$ cat config.mk
export PLATFORM = sky130hd
export DESIGN_NAME = ptmr_top
export DESIGN_NICKNAME = d
export VERILOG_FILES = /design/src/rtl/ptmr_pkg.sv /design/src/rtl/ptmr_stage.sv /design/src/rtl/ptmr_ctrl.sv /design/src/rtl/ptmr_top.sv
export SDC_FILE = /design/constraint.sdc
export NUM_CORES = 1
export LEC_CHECK = 0
export CAP_MARGIN = 20
export CORE_UTILIZATION = 60
export CTS_CLUSTER_SIZE = 10
export DETAILED_ROUTE_END_ITERATION = 10
export MAX_ROUTING_LAYER = met4
export PLACE_DENSITY_LB_ADDON = 0.15
export SYNTH_ARGS = -nofsm -noshare
export SYNTH_HDL_FRONTEND = slang
export SYNTH_HIERARCHICAL = 1
export SYNTH_SLANG_ARGS = --single-unit
$ cat constraint.sdc
create_clock -name clk -period 4.4 [get_ports clk]
set_input_delay 0.66 -clock clk [delete_from_list [all_inputs] [get_ports clk]]
set_output_delay 0.66 -clock clk [all_outputs]
set_load 0.02 [all_outputs]
$ cat src/rtl/ptmr_pkg.sv
// Shared constants and decode helpers for the pulse timer.
// Assumes: the prescale decode is a pure function of the code value.
package ptmr_pkg;
    localparam int NUM_STAGES = 3;

    // Stage order in the cascade: prescaler first, multiplier last.
    typedef enum int {
        STG_PRESCALE = 0,
        STG_POWER    = 1,
        STG_MULT     = 2
    } stage_e;

    // Map a prescale-select code to its division ratio R.
    function automatic int unsigned ptmr_ratio(input int unsigned code);
        return (code < 2) ? 1 : code - 1;
    endfunction
endpackage

$ cat src/rtl/ptmr_stage.sv
// One counting stage of the cascade. While run is high, every step
// advances the count from 0 to limit; the step that finds the count at
// limit raises wrap and returns the count to 0.
// Assumes: limit is stable while run is high.
module ptmr_stage #(
    parameter int CNT_W = 8
) (
    input  logic             clk,
    input  logic             rst_n,
    input  logic             run,
    input  logic             step,
    input  logic [CNT_W-1:0] limit,
    output logic             wrap
);
    logic [CNT_W-1:0] cnt;

    // Terminal step of this stage.
    assign wrap = step && (cnt == limit);

    // Advance or clear the stage count.
    always_ff @(posedge clk) begin
        if (!rst_n || !run)
            cnt <= '0;
        else if (step)
            cnt <= wrap ? '0 : cnt + 1'b1;
    end

    // a stage never counts past its captured limit.
    assert_count_in_range_R3: assert property (@(posedge clk) disable iff (!rst_n)
        run |-> (cnt <= limit));
endmodule

$ cat src/rtl/ptmr_ctrl.sv
// Pulse control: accepts a start when idle, captures the decoded stage
// limits, holds the pulse until the last stage wraps, then strobes done.
// Assumes: last is high only on the final counted cycle of a pulse.
module ptmr_ctrl
    import ptmr_pkg::*;
#(
    parameter int SEL_W  = 3,
    parameter int EXP_W  = 2,
    parameter int MULT_W = 7,
    parameter int N_BASE = 5,
    parameter int CNT_W  = 8
) (
    input  logic                                 clk,
    input  logic                                 rst_n,
    input  logic                                 start,
    input  logic [SEL_W-1:0]                     rate_sel,
    input  logic [EXP_W-1:0]                     exp_sel,
    input  logic [MULT_W-1:0]                    mult_sel,
    input  logic                                 last,
    output logic                                 pulse,
    output logic                                 done,
    output logic [NUM_STAGES-1:0][CNT_W-1:0]     lims
);
    logic [NUM_STAGES-1:0][CNT_W-1:0] lims_next;

    // Decode the input codes into per-stage terminal counts.
    always_comb begin
        lims_next[STG_PRESCALE] = CNT_W'(ptmr_ratio(32'(rate_sel)) - 1);
        lims_next[STG_POWER]    = CNT_W'((64'd1 << (N_BASE + 32'(exp_sel))) - 64'd1);
        lims_next[STG_MULT]     = CNT_W'(mult_sel);
    end

    // Pulse state, captured limits and done strobe.
    always_ff @(posedge clk) begin
        if (!rst_n) begin
            pulse <= 1'b0;
            done  <= 1'b0;
            lims  <= '0;
        end else begin
            done <= 1'b0;
            if (!pulse && start) begin
                pulse <= 1'b1;
                lims  <= lims_next;
            end else if (pulse && last) begin
                pulse <= 1'b0;
                done  <= 1'b1;
            end
        end
    end

    // the pulse rises only after a sampled start.
    assert_rise_needs_start_R2: assert property (@(posedge clk) disable iff (!rst_n)
        $rose(pulse) |-> $past(start));
    // a running pulse continues until the final count, whatever start does.
    assert_no_retrigger_R8: assert property (@(posedge clk) disable iff (!rst_n)
        (pulse && !last) |=> pulse);
    // captured limits are frozen while the pulse runs.
    assert_codes_held_R7: assert property (@(posedge clk) disable iff (!rst_n)
        (pulse && $past(pulse)) |-> $stable(lims));
    // done is a single-cycle strobe.
    assert_single_done_R9: assert property (@(posedge clk) disable iff (!rst_n)
        done |=> !done);
    // done never overlaps the pulse.
    assert_no_overlap_R9: assert property (@(posedge clk) disable iff (!rst_n)
        !(pulse && done));
    // done directly follows a pulse cycle.
    assert_done_after_pulse_R9: assert property (@(posedge clk) disable iff (!rst_n)
        done |-> $past(pulse));
endmodule

$ cat src/rtl/ptmr_top.sv
// Programmable pulse timer top. The pulse lasts R * 2^N * M cycles,
// counted by a cascade of three stages that a generate loop builds.
// Assumes: rst_n is held low while the timer is disabled.
module ptmr_top
    import ptmr_pkg::*;
#(
    parameter int SEL_W  = 3,
    parameter int EXP_W  = 2,
    parameter int MULT_W = 7,
    parameter int N_BASE = 5
) (
    input  logic              clk,
    input  logic              rst_n,
    input  logic              start,
    input  logic [SEL_W-1:0]  rate_sel,
    input  logic [EXP_W-1:0]  exp_sel,
    input  logic [MULT_W-1:0] mult_sel,
    output logic              hv_pulse,
    output logic              pulse_done
);
    localparam int N_MAX  = N_BASE + (1 << EXP_W) - 1;
    localparam int W_A    = (N_MAX > MULT_W) ? N_MAX : MULT_W;
    localparam int CNT_W  = (W_A > SEL_W) ? W_A : SEL_W;

    logic [NUM_STAGES-1:0][CNT_W-1:0] lims;
    logic                             stage_step [NUM_STAGES];
    logic                             stage_wrap [NUM_STAGES];
    logic                             pulse;

    ptmr_ctrl #(
        .SEL_W (SEL_W),
        .EXP_W (EXP_W),
        .MULT_W(MULT_W),
        .N_BASE(N_BASE),
        .CNT_W (CNT_W)
    ) u_ctrl (
        .clk     (clk),
        .rst_n   (rst_n),
        .start   (start),
        .rate_sel(rate_sel),
        .exp_sel (exp_sel),
        .mult_sel(mult_sel),
        .last    (stage_wrap[NUM_STAGES-1]),
        .pulse   (pulse),
        .done    (pulse_done),
        .lims    (lims)
    );

    // Build the cascade: each stage steps on the wrap of the one before it.
    for (genvar g = 0; g < NUM_STAGES; g++) begin : g_stage
        if (g == 0) begin : g_head
            assign stage_step[g] = pulse;
        end else begin : g_link
            assign stage_step[g] = stage_wrap[g-1];
        end
        ptmr_stage #(.CNT_W(CNT_W)) u_stage (
            .clk  (clk),
            .rst_n(rst_n),
            .run  (pulse),
            .step (stage_step[g]),
            .limit(lims[g]),
            .wrap (stage_wrap[g])
        );
    end

    assign hv_pulse = pulse;
endmodule

# Word level (Yosys, flattened, before mapping)
# Cells that the tools add are included.
# W data, S select, Z words.
[totals]
regBits = 49
inputBits = 15
out_inout_bits = 2
wordCells = 38
[op_classes]
n_addsub = 7
n_lt_le_gt_ge = 1
n_eq_ne = 3
shifts = 1
mux = 7
bitwise = 1
n_reduce_logical = 10
[ops]
columns = ["operator", "count"]
rows = [
  ["$mux W8", 4],
  ["$shl A1 B32 Y8 const A", 1],
  ["$add A8 B1 Y8 const B", 3],
  ["$eq A8 B8 Y1", 2],
  ["$sub A8 B1 Y8 const B", 2],
  ["$eq A8 B7 Y1", 1],
  ["$logic_and A1 B1 Y1", 5],
  ["$add A3 B2 Y4 const A", 1],
  ["$sub A3 B1 Y4 const B", 1],
  ["$lt A3 B2 Y1 const B", 1],
  ["$mux W1", 3],
  ["$logic_not A1 Y1", 2],
  ["$reduce_bool A2 Y1", 1],
  ["$reduce_or A2 Y1", 1],
  ["$logic_or A1 B1 Y1", 1],
  ["$not A1 Y1", 1],
]

# Longest topological paths before layout
[logic_depth]
depth_word = 7
ltp_mapped = 13
depth_no_buf = 10

# Hierarchy
# The synthesis kept the hierarchy.
[by_module_without_submodules]
columns = ["mod", "instances", "cells_each", "area_each_um2", "seq_area_each_um2"]
rows = [
  ["ptmr_stage", 3, 51, 462.9, 160.2],
  ["ptmr_ctrl", 1, 108, 897.1, 480.5],
]

# Worst setup path before layout
# Ideal clock, no wire load.
[synth_timing]
kind = "register -> register"
from = "reg u_ctrl.pulse"
to = "reg g_stage[2].u_stage.cnt[2]"
setup_ps = 129
arrival_time_ps = 2487
t_required_ps = 4271
path_slack_ps = 1784
path_stages_with_launch = 11
n_path_buf = 3
synth_period_minus_slack_ps = 2616
cell_sequence = "dfxtp_1 -> buf_2 -> nand4_2 -> nor3_1 -> buf_2 -> nand4_2 -> nor3_1 -> buf_2 -> nand4_2 -> o311ai_4 -> nor2_1"
[synth_lines]
columns = ["element", "line_no", "rtl"]
rows = [
  ["from (decl)", "ptmr_ctrl.sv:20", "output logic pulse,"],
  ["from (signal assigned)", "ptmr_ctrl.sv:36", "pulse <= 1'b0;"],
  ["from (signal assigned)", "ptmr_ctrl.sv:42", "pulse <= 1'b1;"],
  ["from (signal assigned)", "ptmr_ctrl.sv:45", "pulse <= 1'b0;"],
  ["to (signal assigned)", "ptmr_stage.sv:25", "cnt <= wrap ? '0 : cnt + 1'b1;"],
  ["to (decl)", "ptmr_stage.sv:15", "logic [CNT_W-1:0] cnt;"],
]

==> run summary <==
The run finished with clean final reports. The TritonCTS sink count was 48; the layout overhead on the synthesized area was 12.37%. Along the worst path, the maximum fanout reaches 8.

The clock edge transition at the registers on the reported setup and hold paths came out at 100 ps. Tracing the worst setup path back leads to its startpoint at g_stage[0].u_stage/cnt[0]. The run gives 22 as the number of rows created at floorplan. The first-pass GRT wire length is 7169 µm.

The worst setup path is of the reg2reg kind. Summed over all layers, the routed wires come to 4132 µm. The required time at the endpoint of the critical path is 4580 ps. A synthesized cell averages 8.758 µm². The tools report the clock tree skew after final layout as 13.59 ps. The leakage component of the power was 0.8489 nW. The number of nets with antenna violations after detailed routing came out at 0.

The logs give 6 for the number of warnings printed during yosys synthesis and 0.6244 for the starting density of the core. The final number of hold-violating endpoints was 0; the fraction of synthesized cell area taken by the top area cell type was 0.4204. The wire-length estimate of the detail-placed layout is 2877 µm. Setup violations remaining at the end of the flow were counted as 0. The global routing usage on met3 was 0.05072; the max-slew violation count was 0.

At the end of the flow, the number of nets in the layout was 296. The fraction of met2 tracks used by global routing was 0.3617. DRC violation count after routing: 0. Pin placement for this block handled 17 I/O pins.

Counting flops with a built-in enable in the synthesized netlist gives 0. The layout has 299 filler cells. The wire length per cell came out at 12.71 µm. After layout, the minimum clock period comes to 3004 ps.

The tool flagged a number of max-cap violations equal to 0. The met1 track demand over resource came out at 0.2942. CTS placed an instance of sky130_fd_sc_hd__clkbuf_8 at the clock tree root. The share of synthesized area occupied by flip-flops and latches was 0.4204. Setup total negative slack on the finished layout was measured at 0 ps.

The H-tree generated during clock tree synthesis spans 2 levels. The cell count after synthesis came out at 261. The run gives 30 as the count of different cell masters after synthesis.

The number of nets handed over by synthesis was 281. For the via count of the first global-routing pass, the log shows 1589. Headroom to the max-slew limit: 0.4409. The share of synthesized registers carrying an async set or reset was 0; the final standard cell utilization of the core was 0.7016. The synthesized design spends more area on one cell type than any other, namely sky130_fd_sc_hd__dfxtp_1. The number of antenna diodes in the final layout is 0.

TritonCTS built the clock tree. The width of the chip works out to 63.73 µm. No sink is reached through more buffers than the 2 on the longest clock path.

STA classifies the critical path startpoint as a register. Number of detailed-route iterations in the first pass: 4. Hold repair after CTS inserted 0 buffers. The tightest min-delay check is of the reg2reg type. At the pin with the least slew margin, the transition time is 832.3 ps. Using the TritonRoute via totals, the vias-per-cell ratio works out to 5.295. The critical register-to-register path startpoint is g_stage[0].u_stage/cnt[0]. In this run the standard cell core region covers 0.003661 mm².

The startpoint identified for the worst hold timing path is u_ctrl/lims[19]. Combined global-route utilization of all metal layers: 0.2329. The number of flip-flops and latches in the synthesized netlist was 48.

Share of post-route cells with drive strength above 1: 0.07581. The most used flip-flop cell after synthesis is sky130_fd_sc_hd__dfxtp_1. The cell area after synthesis is 0.002286 mm², and the data arrival at the endpoint of the critical path is 3180 ps. For the initial antenna violation count, the log shows 0. Gates resized during post-CTS repair numbered 0. For the worst-skew pair, the clock arrives at the later sink with an insertion delay of 300 ps. Once the clock tree was built, the setup fixing pass inserted 0 buffers. met2 is the most crowded layer. The chip height is 63.73 µm.

Port buffering added 16 buffers. The run gives 5 as the number of clock buffers inserted by TritonCTS. Among all cell types in the netlist, the one instantiated most often is sky130_fd_sc_hd__dfxtp_1.

Entering global routing, the biggest net connects 24 pins. Routability-driven placement finished with a final weighted congestion of 0.7844. The run gives 0.004061 mm² as the total die area. Highest achievable clock rate: 332.9 MHz.

VDD sags by at most 0.2841 mV. Yosys attributes the largest share of cell area to sky130_fd_sc_hd__dfxtp_1, sky130_fd_sc_hd__xnor2_1, sky130_fd_sc_hd__nand2_1. The total congestion overflow came out at 0.

Number of vias in the routed layout: 1721. For this block, the initial DRC count from the detailed router was 104. The critical path capture point type was a register. The fraction of the cycle the final worst path needs was 0.6828.

Setup repair after global routing left no endpoint under its margin. Ranked by instance count, the synthesized netlist is headed by sky130_fd_sc_hd__dfxtp_1, sky130_fd_sc_hd__nand2_1, sky130_fd_sc_hd__nor2_1, sky130_fd_sc_hd__xnor2_1, sky130_fd_sc_hd__a21oi_1. In this run the power density over the cells is 336.8 mW/mm².
==> where the power goes <==
group          switching (mW)  total (mW)  internal, mW
registers             0.00961       0.457         0.447
logic                  0.0526      0.0935        0.0409
clock network           0.147       0.315         0.168
total                   0.209       0.865         0.657
==> through the flow <==
step | setup slack [ps] | total power, mW | instance area [µm²] | hold WS (ps) | instances
6_report | 1396 | 0.8652 | 2569 | 471.3 | 325
5_1_grt | 1137 | 0.9060 | 2569 | 490.5 | 325
3_5_place_dp | 1416 | 0.5607 | 2457 | 460.5 | 317
3_3_place_gp | 1588 | 0.5585 | 2457 | 457.3 | 317
2_1_floorplan | 1784 | 0.5335 | 2286 | 445.2 | 261
4_1_cts | 1395 | 0.8713 | 2569 | 472.1 | 325
==> layout make-up <==
type | count | area (µm²) | area share
multi-input cells | 199 | 1242 | 0.4837
flip-flops and latches | 48 | 960.9 | 0.3741
repair buffers | 19 | 182.7 | 0.07112
clock buffers | 5 | 68.82 | 0.02679
well taps | 48 | 60.06 | 0.02338
clock inverters | 3 | 42.54 | 0.01656
inverters | 3 | 11.26 | 0.004384
==> final timing paths <==
| path | end | slack [ps] | depth (start not counted) |
|---|---|---|---|
| min | u_ctrl/lims[19] | 470 | 2 |
| max reg2reg | g_stage[2].u_stage/cnt[1] | 1400 | 9 |
| min reg2reg | u_ctrl/lims[19] | 470 | 2 |
| max | g_stage[2].u_stage/cnt[1] | 1400 | 9 |
==> worst max-delay path, stage by stage, from the launching register on <==
cell	delay [ps]
sky130_fd_sc_hd__dfxtp_1	430
sky130_fd_sc_hd__xnor2_1	150
sky130_fd_sc_hd__nand4_2	170
sky130_fd_sc_hd__nor3_1	720
sky130_fd_sc_hd__nand4_2	250
sky130_fd_sc_hd__nor3_1	240
sky130_fd_sc_hd__buf_4	190
sky130_fd_sc_hd__nand4_2	140
sky130_fd_sc_hd__o311ai_0	470
sky130_fd_sc_hd__a21oi_1	120
==> sequential cells by signal (all words and copies together), names as in the netlist <==
| name | count |
|---|---|
| g_stage.u_stage/cnt | 24 |
| u_ctrl/lims | 22 |
| u_ctrl/done | 1 |
| u_ctrl/pulse | 1 |
==> placed cells by master (no fill, tap or decap), types with 2 or more instances in the layout <==
cell type,netlist,final
sky130_fd_sc_hd__clkbuf_8,1,5
sky130_fd_sc_hd__xnor2_1,36,36
sky130_fd_sc_hd__a21oi_1,16,16
sky130_fd_sc_hd__buf_4,2,3
sky130_fd_sc_hd__inv_1,3,3
sky130_fd_sc_hd__ha_1,5,5
sky130_fd_sc_hd__nor3_1,8,8
sky130_fd_sc_hd__o311ai_0,3,3
sky130_fd_sc_hd__dfxtp_1,48,48
sky130_fd_sc_hd__nand3_2,3,3
sky130_fd_sc_hd__o311ai_4,3,3
sky130_fd_sc_hd__nand2b_1,3,3
sky130_fd_sc_hd__nand4_1,9,9
sky130_fd_sc_hd__nand2_1,45,45
sky130_fd_sc_hd__xor2_1,9,9
sky130_fd_sc_hd__nand3_1,5,5
sky130_fd_sc_hd__conb_1,2,2
sky130_fd_sc_hd__nand4_2,3,3
sky130_fd_sc_hd__nor2_1,41,41
sky130_fd_sc_hd__clkdlybuf4s50_1,0,16
==> cells by family after synthesis <==
| group | count (synthesis) | synth area share |
|---|---|---|
| and+or+nand+nor | 120 | 0.2419 |
| DFF | 48 | 0.4204 |
| xor gates and xnor gates | 45 | 0.1724 |
| AOI/OAI and AO/OA | 27 | 0.09853 |
| buffers and inverters | 14 | 0.03612 |
| adders and majority gates | 5 | 0.02737 |
| other | 2 | 0.003285 |
==> layer usage <==
metal  vias to the layer above  routed length [µm]
met3                         8                 145
met5                         -                   0
met4                         0                  75
li1                        890                   -
met1                       787                1997
met2                        36                1914
(Power assumes the default switching activity.)
